## src/rtl/amem_pkg.sv

```systemverilog
// Shared definitions for the asynchronous memory bus engine.
// Assumes a single clock domain; holds only types and helpers.
package amem_pkg;

    typedef enum logic [1:0] {
        PH_IDLE = 2'd0,
        PH_ADDR = 2'd1,
        PH_DATA = 2'd2
    } amem_phase_e;

    function automatic int amem_max(input int a, input int b);
        return (a > b) ? a : b;
    endfunction

endpackage

```

## src/rtl/amem_phase_timer.sv

```systemverilog
// Down-counter shared by both bus phases.
// A load sets the remaining cycles minus one; 'last' marks the final cycle
// of the phase that was loaded. Assumes load values are below 2**CNT_W.
module amem_phase_timer #(
    parameter int CNT_W = 3
) (
    input  logic             clk,
    input  logic             rst_n,
    input  logic             load,
    input  logic [CNT_W-1:0] load_val,
    output logic             last
);

    logic [CNT_W-1:0] cnt_q;

    // Count the current phase down to zero, reloading at phase starts.
    always_ff @(posedge clk) begin
        if (!rst_n) begin
            cnt_q <= '0;
        end else if (load) begin
            cnt_q <= load_val;
        end else if (cnt_q != '0) begin
            cnt_q <= cnt_q - 1'b1;
        end
    end

    assign last = (cnt_q == '0);

endmodule

```

## src/rtl/amem_access_fsm.sv

```systemverilog
// Phase sequencer: idle -> address phase -> data phase -> idle.
// Strobes are decoded from the registered phase and the latched operation,
// so they change only after clock edges. Assumes both cycle counts >= 1.
module amem_access_fsm
    import amem_pkg::*;
#(
    parameter int ADDSET_CYC  = 2,
    parameter int DATASET_CYC = 5
) (
    input  logic clk,
    input  logic rst_n,
    input  logic req_valid,
    input  logic op_wr,
    output logic req_ready,
    output logic accept,
    output logic finish,
    output logic mem_ce_n,
    output logic mem_oe_n,
    output logic mem_we_n,
    output logic mem_dq_oe
);

    localparam int CNT_W = $clog2(amem_max(ADDSET_CYC, DATASET_CYC) + 1);
    localparam logic [CNT_W-1:0] ADDR_LOAD = CNT_W'(ADDSET_CYC - 1);
    localparam logic [CNT_W-1:0] DATA_LOAD = CNT_W'(DATASET_CYC - 1);

    amem_phase_e phase_q, phase_d;
    logic        t_load, t_last;
    logic [CNT_W-1:0] t_val;

    assign req_ready = (phase_q == PH_IDLE);
    assign accept    = req_ready && req_valid;
    assign finish    = (phase_q == PH_DATA) && t_last;

    // Timer is reloaded when a request is taken and when the data phase opens.
    assign t_load = accept || ((phase_q == PH_ADDR) && t_last);
    assign t_val  = accept ? ADDR_LOAD : DATA_LOAD;

    amem_phase_timer #(.CNT_W(CNT_W)) i_timer (
        .clk      (clk),
        .rst_n    (rst_n),
        .load     (t_load),
        .load_val (t_val),
        .last     (t_last)
    );

    // Next-phase selection.
    always_comb begin
        phase_d = phase_q;
        case (phase_q)
            PH_IDLE: if (accept) phase_d = PH_ADDR;
            PH_ADDR: if (t_last) phase_d = PH_DATA;
            PH_DATA: if (t_last) phase_d = PH_IDLE;
            default: phase_d = PH_IDLE;
        endcase
    end

    // Phase register.
    always_ff @(posedge clk) begin
        if (!rst_n) phase_q <= PH_IDLE;
        else        phase_q <= phase_d;
    end

    // Bus strobe decode from the registered phase.
    always_comb begin
        mem_ce_n  = (phase_q == PH_IDLE);
        mem_oe_n  = !((phase_q == PH_DATA) && !op_wr);
        mem_we_n  = !((phase_q == PH_DATA) &&  op_wr);
        mem_dq_oe = (phase_q != PH_IDLE) && op_wr;
    end

endmodule

```

## src/rtl/amem_datapath.sv

```systemverilog
// Request capture and read return.
// Address, write data and direction are latched at acceptance and held for
// the whole access. The half-word index is shifted to a byte address.
module amem_datapath #(
    parameter int ADDR_W = 20,
    parameter int DATA_W = 16,
    parameter int BA_W   = ADDR_W + 1
) (
    input  logic              clk,
    input  logic              rst_n,
    input  logic              accept,
    input  logic              finish,
    input  logic              req_write,
    input  logic [ADDR_W-1:0] req_addr,
    input  logic [DATA_W-1:0] req_wdata,
    input  logic [DATA_W-1:0] mem_dq_in,
    output logic              op_wr,
    output logic [BA_W-1:0]   mem_addr,
    output logic [DATA_W-1:0] mem_dq_out,
    output logic [DATA_W-1:0] rd_data,
    output logic              rd_valid,
    output logic              wr_done
);

    logic [ADDR_W-1:0] addr_q;

    // Hold the request fields for the duration of the access.
    always_ff @(posedge clk) begin
        if (!rst_n) begin
            addr_q     <= '0;
            mem_dq_out <= '0;
            op_wr      <= 1'b0;
        end else if (accept) begin
            addr_q     <= req_addr;
            mem_dq_out <= req_wdata;
            op_wr      <= req_write;
        end
    end

    assign mem_addr = BA_W'({addr_q, 1'b0});

    // Sample the bus on the closing edge of the data phase; pulse completion.
    always_ff @(posedge clk) begin
        if (!rst_n) begin
            rd_data  <= '0;
            rd_valid <= 1'b0;
            wr_done  <= 1'b0;
        end else begin
            rd_valid <= finish && !op_wr;
            wr_done  <= finish &&  op_wr;
            if (finish && !op_wr) rd_data <= mem_dq_in;
        end
    end

endmodule

```

## src/rtl/amem_bus_engine.sv

```systemverilog
// Top level: one host half-word request becomes one asynchronous bus access
// with a fixed address phase and data phase, without hold or turnaround.
// Assumes a 16-bit non-multiplexed memory; the pad ring merges dq in/out/oe.
module amem_bus_engine #(
    parameter int ADDR_W      = 20,
    parameter int DATA_W      = 16,
    parameter int ADDSET_CYC  = 2,
    parameter int DATASET_CYC = 5
) (
    input  logic              clk,
    input  logic              rst_n,
    input  logic              req_valid,
    output logic              req_ready,
    input  logic              req_write,
    input  logic [ADDR_W-1:0] req_addr,
    input  logic [DATA_W-1:0] req_wdata,
    output logic              rd_valid,
    output logic [DATA_W-1:0] rd_data,
    output logic              wr_done,
    output logic [ADDR_W:0]   mem_addr,
    output logic              mem_ce_n,
    output logic              mem_oe_n,
    output logic              mem_we_n,
    output logic [DATA_W-1:0] mem_dq_out,
    output logic              mem_dq_oe,
    input  logic [DATA_W-1:0] mem_dq_in
);

    localparam int BA_W = ADDR_W + 1;

    logic accept, finish, op_wr;

    amem_access_fsm #(
        .ADDSET_CYC  (ADDSET_CYC),
        .DATASET_CYC (DATASET_CYC)
    ) i_fsm (
        .clk       (clk),
        .rst_n     (rst_n),
        .req_valid (req_valid),
        .op_wr     (op_wr),
        .req_ready (req_ready),
        .accept    (accept),
        .finish    (finish),
        .mem_ce_n  (mem_ce_n),
        .mem_oe_n  (mem_oe_n),
        .mem_we_n  (mem_we_n),
        .mem_dq_oe (mem_dq_oe)
    );

    amem_datapath #(
        .ADDR_W (ADDR_W),
        .DATA_W (DATA_W),
        .BA_W   (BA_W)
    ) i_dp (
        .clk        (clk),
        .rst_n      (rst_n),
        .accept     (accept),
        .finish     (finish),
        .req_write  (req_write),
        .req_addr   (req_addr),
        .req_wdata  (req_wdata),
        .mem_dq_in  (mem_dq_in),
        .op_wr      (op_wr),
        .mem_addr   (mem_addr),
        .mem_dq_out (mem_dq_out),
        .rd_data    (rd_data),
        .rd_valid   (rd_valid),
        .wr_done    (wr_done)
    );

endmodule

```

## config.mk

```make
export PLATFORM = sky130hd
export DESIGN_NAME = amem_bus_engine
export DESIGN_NICKNAME = d
export VERILOG_FILES = /design/src/rtl/amem_pkg.sv /design/src/rtl/amem_phase_timer.sv /design/src/rtl/amem_access_fsm.sv /design/src/rtl/amem_datapath.sv /design/src/rtl/amem_bus_engine.sv
export SDC_FILE = /design/constraint.sdc
export NUM_CORES = 1
export LEC_CHECK = 0
export BUFFER_PORTS_ARGS = -buffer_cell sky130_fd_sc_hd__buf_4
export CAP_MARGIN = 40
export CORE_MARGIN = 5
export CORE_UTILIZATION = 47
export CTS_BUF_LIST = sky130_fd_sc_hd__clkbuf_8
export CTS_CLUSTER_DIAMETER = 100
export DETAILED_ROUTE_END_ITERATION = 10
export GPL_ROUTABILITY_DRIVEN = 0
export PLACE_DENSITY_LB_ADDON = 0.1
export SETUP_SLACK_MARGIN = 0.1
export SYNTH_ARGS = -nofsm -noshare
export SYNTH_HDL_FRONTEND = slang
export SYNTH_HIERARCHICAL = 1
export SYNTH_SLANG_ARGS = --single-unit
```

## constraint.sdc

```tcl
create_clock -name clk -period 2 [get_ports clk]
set_clock_uncertainty 0.15 [all_clocks]
set_input_delay 0.3 -clock clk [delete_from_list [all_inputs] [get_ports clk]]
set_output_delay 0.3 -clock clk [all_outputs]
set_load 0.01 [all_outputs]
```

; ---- Yosys cells after proc, flatten, opt, wreduce, memory -nomap -nowiden
; Cells that the tools add are included.
[op_classes]
add_sub_neg = 1
n_eq_ne = 5
muxes = 7
reduce_logical = 18
[ops]
columns = operator, n
row1 = 3-bit 2-to-1 mux, 3
row2 = 1-bit logical AND, 8
row3 = 2-bit 2-to-1 mux, 3
row4 = 2-bit one-hot mux with 3 select lines, 1
row5 = 2-bit by 1-bit != test with 1-bit output (second input constant), 2
row6 = 2-bit nonzero test, 2
row7 = 1-bit logical NOT, 3
row8 = 3-bit logical NOT, 1
row9 = 3-bit AND reduction, 1
row10 = 3-bit nonzero test, 1
row11 = 3-bit by 1-bit subtractor with 3-bit output (second input constant), 1
row12 = 2-bit by 1-bit == test with 1-bit output (second input constant), 1
row13 = 2-bit == test (second input constant), 1
row14 = 2-bit logical NOT, 1
row15 = 2-bit != test (second input constant), 1
row16 = 1-bit logical OR, 1
[totals]
ff_bits = 60
inputBits = 56
output_inout_bits = 60
word_cells = 39

; ---- Depth between registers and ports, before layout
; Gate-level depths: netlist of run 1.
[depth]
depth_word = 4
ltp_mapped = 9
depth_no_buf = 8

; ---- Cells and area by module
; The synthesis of run 1 kept the hierarchy.
[modules_own_cells]
columns = module, n_inst, cells_each, area_per_inst_um2, seq_area_each_um2
row1 = amem_datapath, 1, 196, 2154.6, 1101.1
row2 = amem_phase_timer, 1, 22, 205.2, 60.1
row3 = amem_access_fsm, 1, 21, 151.4, 40.0

; ---- Least setup slack after synthesis of run 1
; OpenSTA, ideal clock, no wires.
[synth_timing]
kind = register -> register
start = reg i_fsm.i_timer.cnt_q[0]
end = reg i_fsm.i_timer.cnt_q[0]
setup_time_ns = 0.112
t_arrival_ns = 1.533
required_time_ns = 1.738
setup_slack_ns = 0.205
path_stages_with_launch = 9
path_buffers = 0
synth_period_minus_slack_ns = 1.795
path_cell_list = dfxtp_1 -> inv_1 -> ha_1 -> nand2b_1 -> inv_1 -> nand2_1 -> a21oi_1 -> nor2b_1 -> a2111oi_1
[synth_between]
elab_chain_cells = 4
elab_cells_between_ends = 8
classes_between = add/sub (1) / mux (2) / reduce/logical (5)
[synth_rtl]
columns = item, line
row1 = start: declaration, amem_phase_timer.sv:14  ; logic [CNT_W-1:0] cnt_q;
row2 = start signal: assignment, amem_phase_timer.sv:21  ; cnt_q <= load_val;
row3 = start signal: assignment, amem_phase_timer.sv:23  ; cnt_q <= cnt_q - 1'b1;
row4 = 3-bit logical NOT (*), amem_phase_timer.sv:27  ; assign last = (cnt_q == '0);
row5 = named net i_fsm.t_last, amem_access_fsm.sv:28  ; logic t_load, t_last;
row6 = 1-bit logical AND (*), amem_access_fsm.sv:36  ; assign t_load = accept || ((phase_q == PH_ADDR) && t_last);
row7 = 1-bit logical OR (*), amem_access_fsm.sv:36
row8 = named net i_fsm.t_load, amem_access_fsm.sv:28
row9 = 3-bit 2-to-1 mux or 2-bit nonzero test (tied branches), n/a
; Mark *: on every way through the listed nets, which the timed path passes. The rest lies on a longest branch. The select of a mux whose other input is x is not followed.
; A chain may end at the register's enable or synchronous reset.

; ---- Final worst setup path of run 1
; Ends and elaborated chain as after synthesis.

==> summary.md, run 1 <==
| Metric | Value |
|---|---|
| Max-cap violations | `0` |
| Hold Slack | `0.0753 ns` |
| CTS H-tree depth | `3` |
| Fmax | `561 MHz` |
| Reg2reg setup slack | `between 0.2 and 0.25 ns` |
| Die H | `83.1 um` |
| Worst Setup SP | `i_fsm/i_timer/cnt_q[0]` |
| RSZ-0062 raised after global routing | `false` |
| Initial antenna violation count | `0` |
| First-pass GRT wire length | `8.81 mm` |
| Post-route cell area | `roughly 3600 um^2` |
| Post-synth EDFFs | `0` |
| Seq/Total Area, Yosys | `0.478` |
| Commonest cells in the netlist | `60 x dfxtp_1, 53 x mux2i_1, 42 x nor2b_1, 35 x nand2_1` |
| Cells after DPL | `~400` |
| Initial Util | `0.489` |
| Worst reg2reg endpoint | `i_fsm/i_timer/cnt_q[0]` |
| Non-Filler Instances | `428` |
| Post-synth ARST share | `0` |
| CTS root buffer | `clkbuf_8` |
| First-iteration detailed-routing DRC count | `49` |
| Final worst-path cycle share | `0.891` |
| Simple-gate share of the synthesized area | `0.209` |
| Hold path depth | `3` |
| Hold Crit Class | `input port to flip-flop` |
| Synth Flop Type | `dfxtp_1` |
| Synthesized Nets | `297` |
| Final wirelength | `5.38 mm` |
| Mux contribution to synthesized area | `0.211` |
| VDD IR max | `0.615 mV` |
| Mapped Cells | `around 240` |
| Vias | `1927` |
| Post-Place Worst Slack | `-0.0818 ns` |
| Synth-to-Final Area Change | `43.7%` |
| DP Area | `between 3000 and 4000 um^2` |
| Setup_tns | `0 ns` |
| Total clock sinks | `60` |
| Worst hold path endpoint | `i_dp/rd_data[4]` |
| Worst hold path startpoint | `mem_dq_in[4]` |
| Post-synthesis compound-gate area fraction | `0.0194` |
| Port buffer count | `roughly 110` |
| Critical Path End Type | `flip-flop` |
| CTS clk-pin slew, worst paths | `0.07 ns` |
| Largest net degree at the start of global routing | `58` |
| Final WS setup | `roughly 0.22 ns` |
| Post-synthesis cell type count | `25` |
| Mapped Area | `2510 um^2` |
| Core area | `approximately 5000 um^2` |
| Leading area contributor after synthesis | `dfxtp_1` |
| TritonCTS clock tree | `done` |
| Tot GR Track Use | `0.159` |
| Clk_lat worst skew | `between 0.3 and 0.4 ns` |
| Antenna-violating nets left | `0` |
| Top cells by area, synth | `dfxtp_1 48%, mux2i_1 21%, nor2b_1 10%` |
| Via density | `4.50` |
| Fin util | `0.702` |
| Pwr Total | `3.28 mW` |
| Hpwl dp | `3.90 mm` |
| DRC | `0` |
| Final Hold Viols | `0` |
| Worst-path maximum fanout | `8` |
| Critical path type | `flip-flop to flip-flop` |
| IO Count | `116` |
| Yosys warning count | `6` |
| Most common cell in the netlist | `dfxtp_1` |
| Yosys top cell area share | `0.478` |
| Adder-Cell Fraction of Synth Area | `0.00997` |
| NumNets Final | `411` |
| DR pass1 iterations | `4` |
| Max Transition Viols Final | `0` |
| Max Root-Sink Buffers | `2` |
| #FFs+latches synth | `60` |
| Post-synthesis xor/xnor area fraction | `0` |
| Overflow after GRT | `0` |
| FF-to-FF path depth | `8` |
| Startpoint Class | `flip-flop` |
| # diodes | `0` |
| PD cells | `908 nW/um^2` |
| Die Area | `6900 um^2` |
| LEAKAGE | `1.64 nW` |
| Avg Synthesized Cell Area | `10.5 um^2` |
| Largest family of logic cells by synthesized area | `multiplexers` |
| Vias in the first global route | `between 1500 and 2000` |
| CTS Buf Count | `9` |
| Std cell rows | `26` |
| Worst Path Required | `2.08 ns` |
| Reg-to-Reg Start | `i_fsm/i_timer/cnt_q[0]` |
| Post-cts hold buffer count | `0` |
| Arrival @ worst endpoint | `approximately 1.9 ns` |
| Tmin final | `1.78 ns` |
| Routed wire per std cell | `12.6 um` |
| Status | `completed` |
| Final setup viols | `0` |
| Die W | `between 80 and 90 um` |
| Layout cells sized above 1 | `0.408` |
cells in the final DEF (no fill, tap or decap), drive strengths merged:
cell type,n
nor2,1
dfxtp,60
nor3b,1
conb,2
a31o,1
a21oi,2
clkinv,2
bufinv,1
clkbuf,11
and3,1
nand2b,5
mux2i,53
a2111oi,2
o311a,1
and4b,1
nor4b,2
nand2,35
inv,6
or2b,1
and2,3
clkinvlp,1
nor2b,45
buf,119
ha,2
layer usage:
layer	wire, um	part of all wire	GRT usage
met1	2240	0.42	0.177
met2	2580	0.48	0.251
met3	486	0.090	0.0861
met4	74	0.014	0.0713
met5	0	0	0
final cells by class:
type	instances	area, um^2
Fill cell	437	1530
Multi-Input combinational cell	158	1180
Clock inverter	5	51.3
Tap cell	70	87.6
Timing Repair Buffer	119	918
Sequential cell	60	1200
Clock buffer	11	151
Inverter	5	18.8
registers in the layout, indices dropped and copies added (netlist names):
| signal | cells |
|---|---|
| i_dp/addr_q | 20 |
| i_dp/rd_data | 16 |
| i_fsm/i_timer/cnt_q | 3 |
| i_dp/mem_dq_out | 16 |
| i_dp/wr_done | 1 |
| i_fsm/phase_q | 2 |
| i_dp/op_wr | 1 |
| i_dp/rd_valid | 1 |
report_power, final:
part,switching [mW],internal [mW]
combinational,0.366,0.465
sequential,0.0663,1.31
clock,0.439,0.634
how the worst max path moves through the flow:
| stage | to |
|---|---|
| final | i_fsm/i_timer/cnt_q[0] |
| after global routing | i_fsm/i_timer/cnt_q[0] |
| after CTS | i_fsm/i_timer/cnt_q[1] |
| after detailed placement | i_fsm/i_timer/cnt_q[1] |
| after global placement | i_fsm/i_timer/cnt_q[0] |
| after floorplan | i_fsm/i_timer/cnt_q[0] |
what timing repair did:
action | CTS | global route
setup endpoints to repair | 3 | 4
gates resized for setup | 2 | 6
pin swaps | 1 | 2
buffers inserted | 0 | 1
cells by family (layout without fill, tap and decap cells):
group	count (synthesis)	count (layout)
DFF	60	60
muxes	53	53
adders and majority gates	2	2
AOI/OAI and AO/OA	6	6
and+or+nand+nor	95	95
buffers and inverters	21	140
other	2	2
critical path, stage by stage, from the launching register on:
cell,delay [ns]
dfxtp_1,0.32
inv_1,0.12
ha_4,0.18
nand2b_4,0.07
inv_2,0.08
nand2_1,0.09
a21oi_4,0.24
nor2b_1,0.09
a2111oi_2,0.34
Note: power is estimated with default switching activity, not from simulation.
==> run 2, diff against run 1 <==
- ABC_AREA: unset -> 1
- SLEW_MARGIN: unset -> 20
==> run 2 against run 1 <==
  * Worst setup slack improved by 0.035 ns
  * Clock power rose by 17%
  * Flip-flop and latch count did not move
  * Sequential share of layout area rose by 1.0 points
  * Wire length rose by 14%
  * Cell count rose by 18%
  * First-iteration DRC count rose by 130%
  * Hold slack got worse by 0.040 ns
  * Register-to-register slack improved by 0.04 ns
  * Utilization rose by 2.4 points
  * Largest cell class unchanged
  * Highest routed layer unchanged
==> summary.md, run 2 <==
| Metric | Value |
|---|---|
| Status | `completed` |
| Reg-to-Reg Start | `i_fsm/i_timer/cnt_q[0]` |
| Std cell rows | `25 (-3.8%)` |
| Mapped Area | `2380 um^2 (-5.3%)` |
| Via density | `4.64 (+3.1%)` |
| Arrival @ worst endpoint | `1.86 ns (about the same)` |
| CTS root buffer | `clkbuf_8` |
| Critical path, cell by cell | `inv_1 -> ha_2 -> inv_1 -> nor2_1 -> inv_1 -> nor3_4 -> inv_2 -> nor2_4 -> buf_12 -> nor2_1 -> nor2_1` |
| Hold Slack | `0.0350 ns (-0.0403 ns)` |
| Final Hold Viols | `0 (unchanged)` |
| Max-cap violations | `0 (unchanged)` |
| Die H | `81.1 um (-2.4%)` |
| Post-synth EDFFs | `0 (unchanged)` |
| IO Count | `116 (unchanged)` |
| LEAKAGE | `1.76 nW (+7.3%)` |
| Synthesized Nets | `381 (+28%)` |
| CP max stage delay | `0.32 ns (-0.02 ns)` |
| Initial Util | `0.494 (+0.00495)` |
| Critical path type | `flip-flop to flip-flop` |
| Port buffer count | `114 (unchanged)` |
| Die W | `81.1 um (-2.4%)` |
| Overflow after GRT | `0 (unchanged)` |
| Startpoint Class | `flip-flop` |
| Synth-to-Final Area Change | `47.2%` |
| Max reg flops | `20 (unchanged)` |
| Critical path's top delay family | `simple AND/OR/NAND/NOR gates` |
| Core area | `4820 um^2 (-6.3%)` |
| Seq/Total Area, Yosys | `0.505 (+0.0269)` |
| PD cells | `1110 nW/um^2 (+22%)` |
| CTS Buf Count | `9 (unchanged)` |
| Vias | `2349 (+22%)` |
| Slowest-stage cell, CP | `dfxtp_1` |
| VDD IR max | `0.678 mV (+10%)` |
| Leading area contributor after synthesis | `dfxtp_1` |
| Most common cell after layout, fill and taps aside | `buf_4` |
| First-pass GRT wire length | `9.66 mm (+9.6%)` |
| Routed wire per std cell | `12.1 um (-3.4%)` |
| WP buf/inv | `5 (+3)` |
| Hold Crit Class | `input port to flip-flop` |
| Post-synthesis cell type count | `23 (-8.0%)` |
| Post-synth ARST share | `0 (unchanged)` |
| Worst-path maximum fanout | `16 (+8)` |
| Final WS setup | `0.254 ns (+0.0355 ns)` |
| Regs by FF count | `i_dp/addr_q: 20 flops, i_dp/mem_dq_out: 16 flops, i_dp/rd_data: 16 flops` |
| Total clock sinks | `60 (unchanged)` |
| Final worst-path cycle share | `0.873 (-0.0177)` |
| DR pass1 iterations | `4 (unchanged)` |
| Yosys warning count | `6 (unchanged)` |
| Worst Setup SP | `i_fsm/i_timer/cnt_q[0]` |
| Most frequent cells in the layout | `117 x buf_4, 110 x nor2_1, 60 x dfxtp_1` |
| Top cells by area, synth | `dfxtp_1 51%, nor2_1 17%, o21ai_0 8.4%` |
| Layout cells sized above 1 | `0.337 (-0.0707)` |
| NumNets Final | `492 (+20%)` |
| Max Transition Viols Final | `0 (unchanged)` |
| Most common cell in the netlist | `nor2_1` |
| Avg Synthesized Cell Area | `7.36 um^2 (-30%)` |
| Tot GR Track Use | `0.192 (+0.0321)` |
| DRC | `0 (unchanged)` |
| Final wirelength | `6.14 mm (+14%)` |
| Initial antenna violation count | `0 (unchanged)` |
| RSZ-0062 raised after global routing | `false` |
| CTS clk-pin slew, worst paths | `0.07 ns (about the same)` |
| Fmax | `573 MHz (+2.0%)` |
| Mapped Cells | `323 (+35%)` |
| #FFs+latches synth | `60 (unchanged)` |
| Max Root-Sink Buffers | `2 (unchanged)` |
| Worst hold path startpoint | `req_wdata[9]` |
| Top reg by flops | `i_dp/addr_q` |
| Relative slew slack | `0.582` |
| Actual slew at the worst max-slew pin | `0.627 ns` |
| Clk_lat worst skew | `0.33 ns (about the same)` |
| Post-Place Worst Slack | `0.213 ns (+0.295 ns)` |
| Yosys top cell area share | `0.505 (+0.0269)` |
| Die Area | `6580 um^2 (-4.7%)` |
| Worst Path Required | `2.11 ns (+0.03 ns)` |
| Antenna-violating nets left | `0 (unchanged)` |
| First-iteration detailed-routing DRC count | `111 (+130%)` |
| Hpwl dp | `4.36 mm (+12%)` |
| Largest net degree at the start of global routing | `49 (-16%)` |
| TritonCTS clock tree | `done` |
| # diodes | `0 (unchanged)` |
| Tmin final | `1.75 ns (-0.0355 ns)` |
| Final setup viols | `0 (unchanged)` |
| CTS H-tree depth | `3 (unchanged)` |
| Critical Path End Type | `flip-flop` |
| Vias in the first global route | `2267 (+20%)` |
| Commonest cells in the netlist | `110 x nor2_1, 60 x dfxtp_1, 40 x o21ai_0, 30 x inv_1` |
| Synth Flop Type | `dfxtp_1` |
| Post-cts hold buffer count | `0 (unchanged)` |
| Setup_tns | `0 ns (unchanged)` |
## run 2: cell types whose count changed in the layout (fill, tap and decap cells not counted), moves of 4 or more
| cell | previous run | this run |
|---|---|---|
| nor2b_2 | 4 | 0 |
| o21ai_0 | 0 | 40 |
| inv_1 | 5 | 30 |
| nand3_1 | 0 | 21 |
| nor2_1 | 1 | 110 |
| nor2b_1 | 41 | 0 |
| mux2i_1 | 53 | 0 |
| nand2b_1 | 4 | 0 |
| nand2_1 | 35 | 20 |
## run 2: path summary, 6_finish.rpt
kind / slack [ns] / endpoint / cells after the start
worst max-delay path: 0.25 / i_dp/rd_data[5] / 11
worst min register to register: 0.33 / i_dp/rd_data[11] / 2
worst min-delay path: 0.04 / i_dp/mem_dq_out[9] / 3
worst max register to register: 0.25 / i_dp/rd_data[5] / 11
## run 2: routing by layer
layer	global-route usage	vias up	routed length, um
met5	0	-	0
met4	0.0811	0	65
met3	0.0698	5	520
met2	0.341	77	3050
met1	0.203	1052	2510
li1	-	1215	-
## run 2: area by class of cell
type	instances	area, um^2
clock buffer	12	165
multi-input combinational	210	942
sequential	60	1200
fill	406	1320
inverter	34	128
timing repair buffer	119	910
tap	67	83.8
clock inverter	4	70.1
## run 2: worst min-delay path, delay by kind of cell
kind                   cells  cell delay (ns)
AND/OR/NAND/NOR            2             0.11
buffers and inverters      1             0.08
## run 2: metrics by stage
| step | util | total power, mW | cells | instance area (um^2) |
|---|---|---|---|---|
| after floorplan | - | 2.17 | 323 | 2380 |
| after global placement | 0.670 | 2.60 | 489 | 3230 |
| after detailed placement | 0.670 | 2.62 | 489 | 3230 |
| after CTS | 0.719 | 3.88 | 505 | 3460 |
| after global routing | 0.726 | 4.12 | 506 | 3500 |
| final | 0.726 | 3.87 | 506 | 3500 |
## run 2: logic make-up after synthesis
logic type | after synthesis | share of synthesized area
AND/OR/NAND/NOR | 160 | 0.274
AO/OA/AOI/OAI | 45 | 0.0979
buffers and inverters | 53 | 0.105
other | 2 | 0.00316
flip-flops | 60 | 0.505
XOR/XNOR | 1 | 0.00368
adder cells (fa/ha/maj) | 2 | 0.0105
## run 2: power breakdown
group          total, mW  switching (mW)  leakage, nW  internal, mW
sequential          1.51           0.116        0.494          1.39
clock               1.25           0.455        0.122         0.799
combinational       1.11           0.604         1.15         0.504
total               3.87            1.17         1.76          2.70
## run 2: repair_timing
item / 4_1_cts / 5_1_grt
setup endpoints to repair: 0 / 17
buffers inserted: 0 / 1
resized for setup: 0 / 4
